--- src/rtl/extint_pkg.sv ---
package extint_pkg;

  typedef enum logic [2:0] {
    TRIG_LOW  = 3'b000,
    TRIG_HIGH = 3'b001,
    TRIG_FALL = 3'b010,
    TRIG_RISE = 3'b011,
    TRIG_BOTH = 3'b100
  } trig_e;

  localparam logic [2:0] TRIG_RESET = TRIG_RISE;

  // True when the programmed trigger condition is met this cycle.
  function automatic logic trig_hit(input logic [2:0] fld, input logic cur, input logic prev);
    logic hit;
    if (fld[2]) hit = cur ^ prev;
    else begin
      unique case (fld[1:0])
        2'b00:   hit = ~cur;
        2'b01:   hit = cur;
        2'b10:   hit = ~cur & prev;
        default: hit = cur & ~prev;
      endcase
    end
    return hit;
  endfunction

endpackage

--- src/rtl/extint_sync.sv ---
module extint_sync #(
  parameter int WIDTH = 8
) (
  input  logic             clk,
  input  logic             rst,
  input  logic [WIDTH-1:0] async_in,
  output logic [WIDTH-1:0] sync_out
);
  logic [WIDTH-1:0] stage1;

  always_ff @(posedge clk) begin
    if (rst) begin
      stage1   <= '0;
      sync_out <= '0;
    end else begin
      stage1   <= async_in;
      sync_out <= stage1;
    end
  end
endmodule

--- src/rtl/extint_detect.sv ---
module extint_detect
  import extint_pkg::*;
#(
  parameter int PINS = 8
) (
  input  logic              clk,
  input  logic              rst,
  input  logic [PINS-1:0]   level,
  input  logic [3*PINS-1:0] fields,
  output logic [PINS-1:0]   hit
);
  logic [PINS-1:0] level_d;

  always_ff @(posedge clk) begin
    if (rst) level_d <= '0;
    else     level_d <= level;
  end

  for (genvar b = 0; b < PINS; b++) begin : g_pin
    assign hit[b] = trig_hit(fields[3*b +: 3], level[b], level_d[b]);
  end
endmodule

--- src/rtl/extint_bank_regs.sv ---
module extint_bank_regs
  import extint_pkg::*;
#(
  parameter  int PINS = 8,
  localparam int DW   = 4 * PINS
) (
  input  logic              clk,
  input  logic              rst,
  input  logic              cfg_we,
  input  logic              mask_we,
  input  logic              pend_we,
  input  logic [DW-1:0]     wdata,
  input  logic [PINS-1:0]   hit,
  output logic [DW-1:0]     cfg_q,
  output logic [3*PINS-1:0] fields,
  output logic [PINS-1:0]   mask_q,
  output logic [PINS-1:0]   pend_q
);
  logic [PINS-1:0] clr;

  for (genvar b = 0; b < PINS; b++) begin : g_fld
    logic [2:0] fld;
    always_ff @(posedge clk) begin
      if (rst)         fld <= TRIG_RESET;
      else if (cfg_we) fld <= wdata[4*b +: 3];
    end
    assign fields[3*b +: 3] = fld;
    assign cfg_q[4*b +: 4]  = {1'b0, fld};
  end

  always_ff @(posedge clk) begin
    if (rst)          mask_q <= '1;
    else if (mask_we) mask_q <= wdata[PINS-1:0];
  end

  assign clr = pend_we ? wdata[PINS-1:0] : '0;

  // A set in the same cycle as a clear wins.
  always_ff @(posedge clk) begin
    if (rst) pend_q <= '0;
    else     pend_q <= (pend_q & ~clr) | hit;
  end
endmodule

--- src/rtl/extint_bank_ctrl.sv ---
module extint_bank_ctrl #(
  parameter  int NUM_BANKS     = 4,
  parameter  int PINS_PER_BANK = 8,
  parameter  int DIRECT_PINS   = 16,
  localparam int NUM_PINS      = NUM_BANKS * PINS_PER_BANK,
  localparam int DATA_W        = 4 * PINS_PER_BANK,
  localparam int BANK_W        = (NUM_BANKS > 1) ? $clog2(NUM_BANKS) : 1,
  localparam int ADDR_W        = BANK_W + 4
) (
  input  logic                   clk,
  input  logic                   rst,
  input  logic [NUM_PINS-1:0]    pin_in,
  input  logic [ADDR_W-1:0]      bus_addr,
  input  logic                   bus_wr,
  input  logic [DATA_W-1:0]      bus_wdata,
  output logic [DATA_W-1:0]      rd_data,
  output logic [DIRECT_PINS-1:0] irq_direct,
  output logic                   irq_combined
);
  localparam int SHARED = NUM_PINS - DIRECT_PINS;

  logic [1:0]        region;
  logic [BANK_W-1:0] bank_sel;
  logic              aligned;

  logic [NUM_BANKS-1:0][DATA_W-1:0] cfg_rd;
  logic [NUM_PINS-1:0]              mask_all;
  logic [NUM_PINS-1:0]              pend_all;

  assign region   = bus_addr[ADDR_W-1 -: 2];
  assign bank_sel = bus_addr[2 +: BANK_W];
  assign aligned  = (bus_addr[1:0] == 2'b00);

  for (genvar k = 0; k < NUM_BANKS; k++) begin : g_bank
    logic [PINS_PER_BANK-1:0]   sync_lv;
    logic [PINS_PER_BANK-1:0]   hit;
    logic [3*PINS_PER_BANK-1:0] fields;
    logic                       sel;

    assign sel = bus_wr && aligned && (bank_sel == BANK_W'(k));

    extint_sync #(.WIDTH(PINS_PER_BANK)) sync_i (
      .clk(clk), .rst(rst),
      .async_in(pin_in[k*PINS_PER_BANK +: PINS_PER_BANK]),
      .sync_out(sync_lv)
    );

    extint_detect #(.PINS(PINS_PER_BANK)) det_i (
      .clk(clk), .rst(rst), .level(sync_lv), .fields(fields), .hit(hit)
    );

    extint_bank_regs #(.PINS(PINS_PER_BANK)) regs_i (
      .clk(clk), .rst(rst),
      .cfg_we(sel && region == 2'd0),
      .mask_we(sel && region == 2'd1),
      .pend_we(sel && region == 2'd2),
      .wdata(bus_wdata), .hit(hit),
      .cfg_q(cfg_rd[k]), .fields(fields),
      .mask_q(mask_all[k*PINS_PER_BANK +: PINS_PER_BANK]),
      .pend_q(pend_all[k*PINS_PER_BANK +: PINS_PER_BANK])
    );
  end

  always_ff @(posedge clk) begin
    if (rst) rd_data <= '0;
    else if (!aligned) rd_data <= '0;
    else begin
      unique case (region)
        2'd0:    rd_data <= cfg_rd[bank_sel];
        2'd1:    rd_data <= DATA_W'(mask_all[bank_sel*PINS_PER_BANK +: PINS_PER_BANK]);
        2'd2:    rd_data <= DATA_W'(pend_all[bank_sel*PINS_PER_BANK +: PINS_PER_BANK]);
        default: rd_data <= '0;
      endcase
    end
  end

  always_ff @(posedge clk) begin
    if (rst) begin
      irq_direct   <= '0;
      irq_combined <= 1'b0;
    end else begin
      irq_direct   <= pend_all[DIRECT_PINS-1:0] & ~mask_all[DIRECT_PINS-1:0];
      irq_combined <= |(pend_all[NUM_PINS-1 -: SHARED] & ~mask_all[NUM_PINS-1 -: SHARED]);
    end
  end
endmodule

--- config.mk ---
export PLATFORM = sky130hd
export DESIGN_NAME = extint_bank_ctrl
export DESIGN_NICKNAME = d
export VERILOG_FILES = /design/src/rtl/extint_pkg.sv /design/src/rtl/extint_sync.sv /design/src/rtl/extint_detect.sv /design/src/rtl/extint_bank_regs.sv /design/src/rtl/extint_bank_ctrl.sv
export SDC_FILE = /design/constraint.sdc
export NUM_CORES = 1
export LEC_CHECK = 0
export BUFFER_PORTS_ARGS = -buffer_cell sky130_fd_sc_hd__clkbuf_2
export CAP_MARGIN = 0
export CORE_ASPECT_RATIO = 1.25
export CORE_MARGIN = 10
export CORE_UTILIZATION = 50
export CTS_BUF_LIST = sky130_fd_sc_hd__clkbuf_8
export DETAILED_ROUTE_END_ITERATION = 8
export PLACE_DENSITY = 0.77
export SETUP_SLACK_MARGIN = 0.02
export SYNTH_ARGS = -nofsm -noshare
export SYNTH_HDL_FRONTEND = slang
export SYNTH_SLANG_ARGS = --single-unit
--- constraint.sdc ---
create_clock -name clk -period 2 [get_ports clk]
set_input_delay 0.2 -clock clk [delete_from_list [all_inputs] [get_ports clk]]
set_output_delay 0.2 -clock clk [all_outputs]
set_load 0.05 [all_outputs]
# After elaboration in Yosys (flattened, before gate mapping)
# Cells that the tools add are included.
[op_classes] order_cmp=1 n_eq_ne=69 shift=2 n_mux=71 bitwise_logic=177 n_reduce_logical=54
[op_table] op="$pmux 1 s3" count=32
[op_table] op="$pmux 32 s3" count=1
[op_table] op="$eq 2x2->1 const B" count=35
[op_table] op="$logic_not 2->1" count=35
[op_table] op="$eq 2x1->1 const B" count=34
[op_table] op="$not 1->1" count=65
[op_table] op="$and 1x1->1" count=64
[op_table] op="$bmux 32 s2" count=1
[op_table] op="$shiftx 32x6->8" count=2
[op_table] op="$and 16x16->16" count=2
[op_table] op="$and 8x8->8" count=4
[op_table] op="$mux 1" count=32
[op_table] op="$mux 32" count=1
[op_table] op="$mux 8" count=4
[op_table] op="$not 16->16" count=2
[op_table] op="$not 8->8" count=4
[op_table] op="$or 8x8->8" count=4
[op_table] op="$xor 1x1->1" count=32
[op_table] op="$logic_and 1x1->1" count=17
[op_table] op="$reduce_or 16->1" count=1
[op_table] op="$lt 2x3->1 const B" count=1
[op_table] op="$reduce_or 2->1" count=1
[word_totals] reg_bits=305 in_bits=73 output_inout_bits=49 word_cells=429

# Depth between registers and ports, before layout
[logic_depth] depth_word=8 mapped_depth=8 depth_no_buf=6

# Modules after synthesis
# Synthesis repeated with hierarchy kept, for this count alone.
[hier_totals] cells_unflattened=1459 hier_area_um2=15020.7
[by_module_without_submodules] mod="extint_bank_regs" n_inst=4 cells_each=171 area_each_um2=1725.4 seq_area_each_um2=800.8
[by_module_without_submodules] mod="extint_detect" n_inst=4 cells_each=97 area_each_um2=814.5 seq_area_each_um2=160.2
[by_module_without_submodules] mod="extint_bank_ctrl" n_inst=1 cells_each=255 area_each_um2=3004.1 seq_area_each_um2=980.9
[by_module_without_submodules] mod="extint_sync" n_inst=4 cells_each=33 area_each_um2=464.2 seq_area_each_um2=320.3

# Least setup slack after synthesis
# OpenSTA, ideal clock, no wires.
[synth_timing] path_kind="input to register" startpoint="input bus_addr[4]" endpoint="register g_bank[0].regs_i.g_fld[0].fld[0]" setup_time_ns=0.141 arrival_time_ns=1.352 required_time_ns=1.859 setup_slack_ns=0.506 cell_stages=7 n_path_buf=2 cell_sequence="inv_1 > ha_1 > clkbuf_1 > nand4_2 > clkbuf_1 > nand2_1 > o211ai_1"
[synth_between] elab_chain_len=2
[synth_rtl] element="from (decl)" line="extint_bank_ctrl.sv:13" source="input logic [ADDR_W-1:0] bus_addr,"
[synth_rtl] element="$logic_not 2->1" line="extint_bank_ctrl.sv:54" source=".cfg_we(sel && region == 2'd0),"
[synth_rtl] element="$logic_and 1x1->1" line="extint_bank_ctrl.sv:54"
[synth_rtl] element="to (signal assigned)" line="extint_bank_regs.sv:25" source="else if (cfg_we) fld <= wdata[4*b +: 3];"
[synth_rtl] element="to (decl)" line="extint_bank_regs.sv:22" source="logic [2:0] fld;"
# Every way passes these cells.
# A chain may end at the register's enable or synchronous reset.

# Worst setup path in the final report
[layout_timing] startpoint="register g_bank[2].sync_i.sync_out[3]" endpoint="register g_bank[2].regs_i.pend_q[3]"
[layout_between] elab_chain_len=5 elab_cells_between_ends=7 cone_classes="2 x mux; 5 x bitwise"
[layout_rtl] element="from (decl)" line="extint_sync.sv:7" source="output logic [WIDTH-1:0] sync_out"
[layout_rtl] element="from (signal assigned)" line="extint_sync.sv:17" source="sync_out <= stage1;"
[layout_rtl] element="$not 1->1" line="extint_pkg.sv:19, extint_pkg.sv:21"
[layout_rtl] element="$and 1x1->1" line="extint_pkg.sv:21" source="2'b10: hit = ~cur & prev;"
[layout_rtl] element="$pmux 1 s3" line="extint_pkg.sv:18" source="unique case (fld[1:0])"
[layout_rtl] element="$mux 1 (*)" line="extint_pkg.sv:16" source="if (fld[2]) hit = cur ^ prev;"
[layout_rtl] element="$or 8x8->8 (*)" line="extint_bank_regs.sv:41" source="else pend_q <= (pend_q & ~clr) | hit;"
[layout_rtl] element="to (signal assigned)" line="extint_bank_regs.sv:41"
[layout_rtl] element="to (decl)" line="extint_bank_regs.sv:17" source="output logic [PINS-1:0] pend_q"
# Every way passes the cells marked *; elsewhere a longest branch is shown, timed or not.

==> results.md <==
- Status: complete, no violations
- GRT met3 Usage: 4.30%
- Vias in the first global route: 10,500
- Synthesis-to-finish area growth: 19.0%
- Power Dens Cells: 793 nW/um^2
- EDFF count, synth: 0
- Hold_ws: 0.0448 ns
- Core area: 25,400 um^2
- Hold crit path type: input port to flop
- RSZ-0062 raised after global routing: no
- Yosys warns: 0
- Critical R2R Capture: g_bank[2].regs_i.pend_q[3]
- CTS clk-pin slew, worst paths: 0.07 ns
- Max-Cap Viols: 0
- Total GRT Usage: between 20% and 30%
- #FFs+latches synth: 299
- Total die area: 32,800 um^2
- Xor-xnor portion of the synthesized cell area: 0%
- FMAX: 698 MHz
- Hold depth: 3
- Hold path endpoint: g_bank[2].regs_i.mask_q[4]
- Simple-gate share of the synthesized area: 19.6%
- Fraction of layout cells with a size suffix above 1: 17.4%
- Post-CTS setup buffers: 0
- Most frequent cells in the layout: 299 x dfxtp_1, 211 x nand2_1, 117 x inv_1
- CP Launch Type: flop
- Actual slew at the worst max-slew pin: ~0.53 ns
- Synth Area in Adders: 6.57%
- Total number of H-tree levels: 2
- Cells after Synth: 1,376
- Vias: 10,500
- PnR worst setup slack: 0.566 ns
- Critical Path End Type: flop
- Leading cell type in the layout, fill and taps excluded: dfxtp_1
- Worst skew pair latency: 0.57 ns
- IO buf count: 109
- Initial drt markers: 853
- DP HPWL: ~23,000 um
- Resize count post-CTS: 0
- Starting density of the core: 51.0%
- Tcrit/Tclk final: 71.7%
- Final Max Slew Viols: 0
- Placement Setup Slack: around 0.19 ns
- Leak: 6.69 nW
- Crit path kind: flop to flop
- Reg2reg start: g_bank[2].sync_i.sync_out[3]
- Clock tree buffer depth: 3
- Syn Std Cell Area: 12,900 um^2
- CTS Buf Count: 45
- Relative slew slack: 65.0%
- GR Util met2: 34.1%
- Final worst path period need: 1.43 ns
- Total wire length: 33,600 um
- Critical Path Start: g_bank[2].sync_i.sync_out[3]
- Grt met1 use: approximately 24%
- Initial antenna violation count: 2
- I/O pin cnt: 122
- Vias per inst: roughly 5.5
- # DRC: 0
- HP Start: bus_wdata[4]
- Mux share of post-synthesis cell area: 9.27%
- Compound-Gate Fraction of Synth Area: 12.1%
- Pre-antenna DRT Iters: 6
- CTS tree: done
- R2R Setup Slk: 0.57 ns
- CTS sink count: around 300
- Post-Syn Area per Cell: 9.41 um^2
- Clock skew: 0.0184 ns
- Critical path peak fanout: 3
- Die H: approximately 200 um
- Fin nets: 1,690
- GRT overflow: 0
- TNS Setup: 0 ns
- CTS Root Buffer Type: clkbuf_8
- Synth Flop Type: dfxtp_1
- Global-route wire length before repair: 53,400 um
- Distinct cells, synth: 49
- VDD IR-drop max: between 0.4 and 0.5 mV
- Die W: 164 um
- Final hold viol count: 0
- Largest cells by area after synthesis: dfxtp_1 46%, ha_1 6.6%, nand2_1 6.1%, mux4_2 5.4%, nor2b_1 4.8%
- Num rows: 65
- Sequential-to-total area share from yosys stat: 46.2%
- Final antenna-violating net count: 0
- Largest area contributor in the netlist: dfxtp_1
- Largest net degree at the start of global routing: 88
- Gp weighted congestion: 0.897
- Critical path required time: 2.46 ns
- Power Total: 0.0122 W
- Gr busiest metal: met2
- Post-DR wirelength/cell: 17.5 um
- Share of the synthesized area in the top cell type: 46.2%
- Fin util: just over 60%
- Setup Viol. Count Final: 0
- WP data arrival: around 1.9 ns
- Main combinational cell family by area after synthesis: simple AND/OR/NAND/NOR gates
- Async SR Flop Fraction: 0%
- Worst R2R Path Depth: 6
[logic make-up after synthesis]
logic type | count (synthesis)
AO/OA/AOI/OAI | 237
flip-flops | 299
multiplexers | 80
AND/OR/NAND/NOR | 502
other | 1
adder cells (fa/ha/maj) | 68
buffers and inverters | 189
[layout make-up]
cell class / instances / area, um^2
multi-input combinational: 893 / 6180
inverter: 109 / 409
sequential: 299 / 5990
fill: 2125 / 9960
tap: 335 / 419
clock inverter: 19 / 111
antenna: 1 / 2.50
clock buffer: 60 / 826
timing repair buffer: 201 / 1480
[cell usage after synthesis, types with 2 or more instances]
cell type and instances:
a31oi_1 17, ha_1 68, nand4_2 2, a221oi_1 2, a22oi_1 7, a21oi_1 72
or3b_2 8, o221ai_1 2, a2111oi_0 9, a211o_1 22, a211oi_1 14, and3_1 10
mux2_2 9, buf_4 9, and4_2 3, nand2_1 211, nor3b_1 17, clkinv_1 2
nor2b_1 100, nand2b_1 22, buf_1 2, dfxtp_1 299, buf_2 24, o21ai_0 31
and3_2 2, and2_1 2, o22ai_1 5, mux2i_1 40, clkbuf_1 41, o311a_1 9
nor2_1 48, mux4_2 31, buf_6 4, inv_1 106, o211ai_1 45, nand3b_1 9
nand3_1 60
[sequential cells by signal (all words and copies together), names as in the netlist]
signal,flops
g_bank.regs_i.mask_q,32
irq_direct,16
rd_data,26
g_bank.regs_i.pend_q,32
g_bank.regs_i.g_fld.fld,96
g_bank.sync_i.sync_out,32
g_bank.sync_i.stage1,32
irq_combined,1
g_bank.det_i.level_d,32
[how the worst max path moves through the flow]
stage                                        to  slack, ns  cells past startpoint
2_1_floorplan  g_bank[0].regs_i.g_fld[0].fld[0]       0.51                      7
3_3_place_gp         g_bank[3].regs_i.pend_q[7]       0.20                      5
3_5_place_dp                         rd_data[0]       0.19                      7
4_1_cts              g_bank[2].regs_i.pend_q[3]       0.57                      6
5_1_grt              g_bank[2].regs_i.pend_q[0]       0.40                      6
6_report             g_bank[2].regs_i.pend_q[3]       0.57                      6
[critical path: stages (launching register included)]
cell	delay, ns
dfxtp_1	0.33
inv_1	0.08
ha_1	0.15
inv_1	0.04
a2111oi_0	0.42
a21oi_1	0.08
a31oi_1	0.25
[per-layer routing]
metal	wire length [um]	share of wire [%]
met5	13	0.039
met4	1190	3.5
met3	2770	8.2
met2	16200	48
met1	13500	40
[metrics by stage]
step           std cells  area, um^2
2_1_floorplan       1381       13000
3_3_place_gp        1781       13900
3_5_place_dp        1781       13900
4_1_cts             1916       15400
5_1_grt             1917       15400
6_report            1917       15400
[where the power goes]
group          internal, W  switching, W
combinational     0.000396      0.000506
sequential         0.00610      0.000105
clock              0.00280       0.00231
[repair_timing]
item | CTS | global route
endpoints found under the hold margin | 115 | 0
setup endpoints to repair | 0 | 0
hold buffers | 56 | 0
Note: power is estimated with default switching activity, not from simulation.
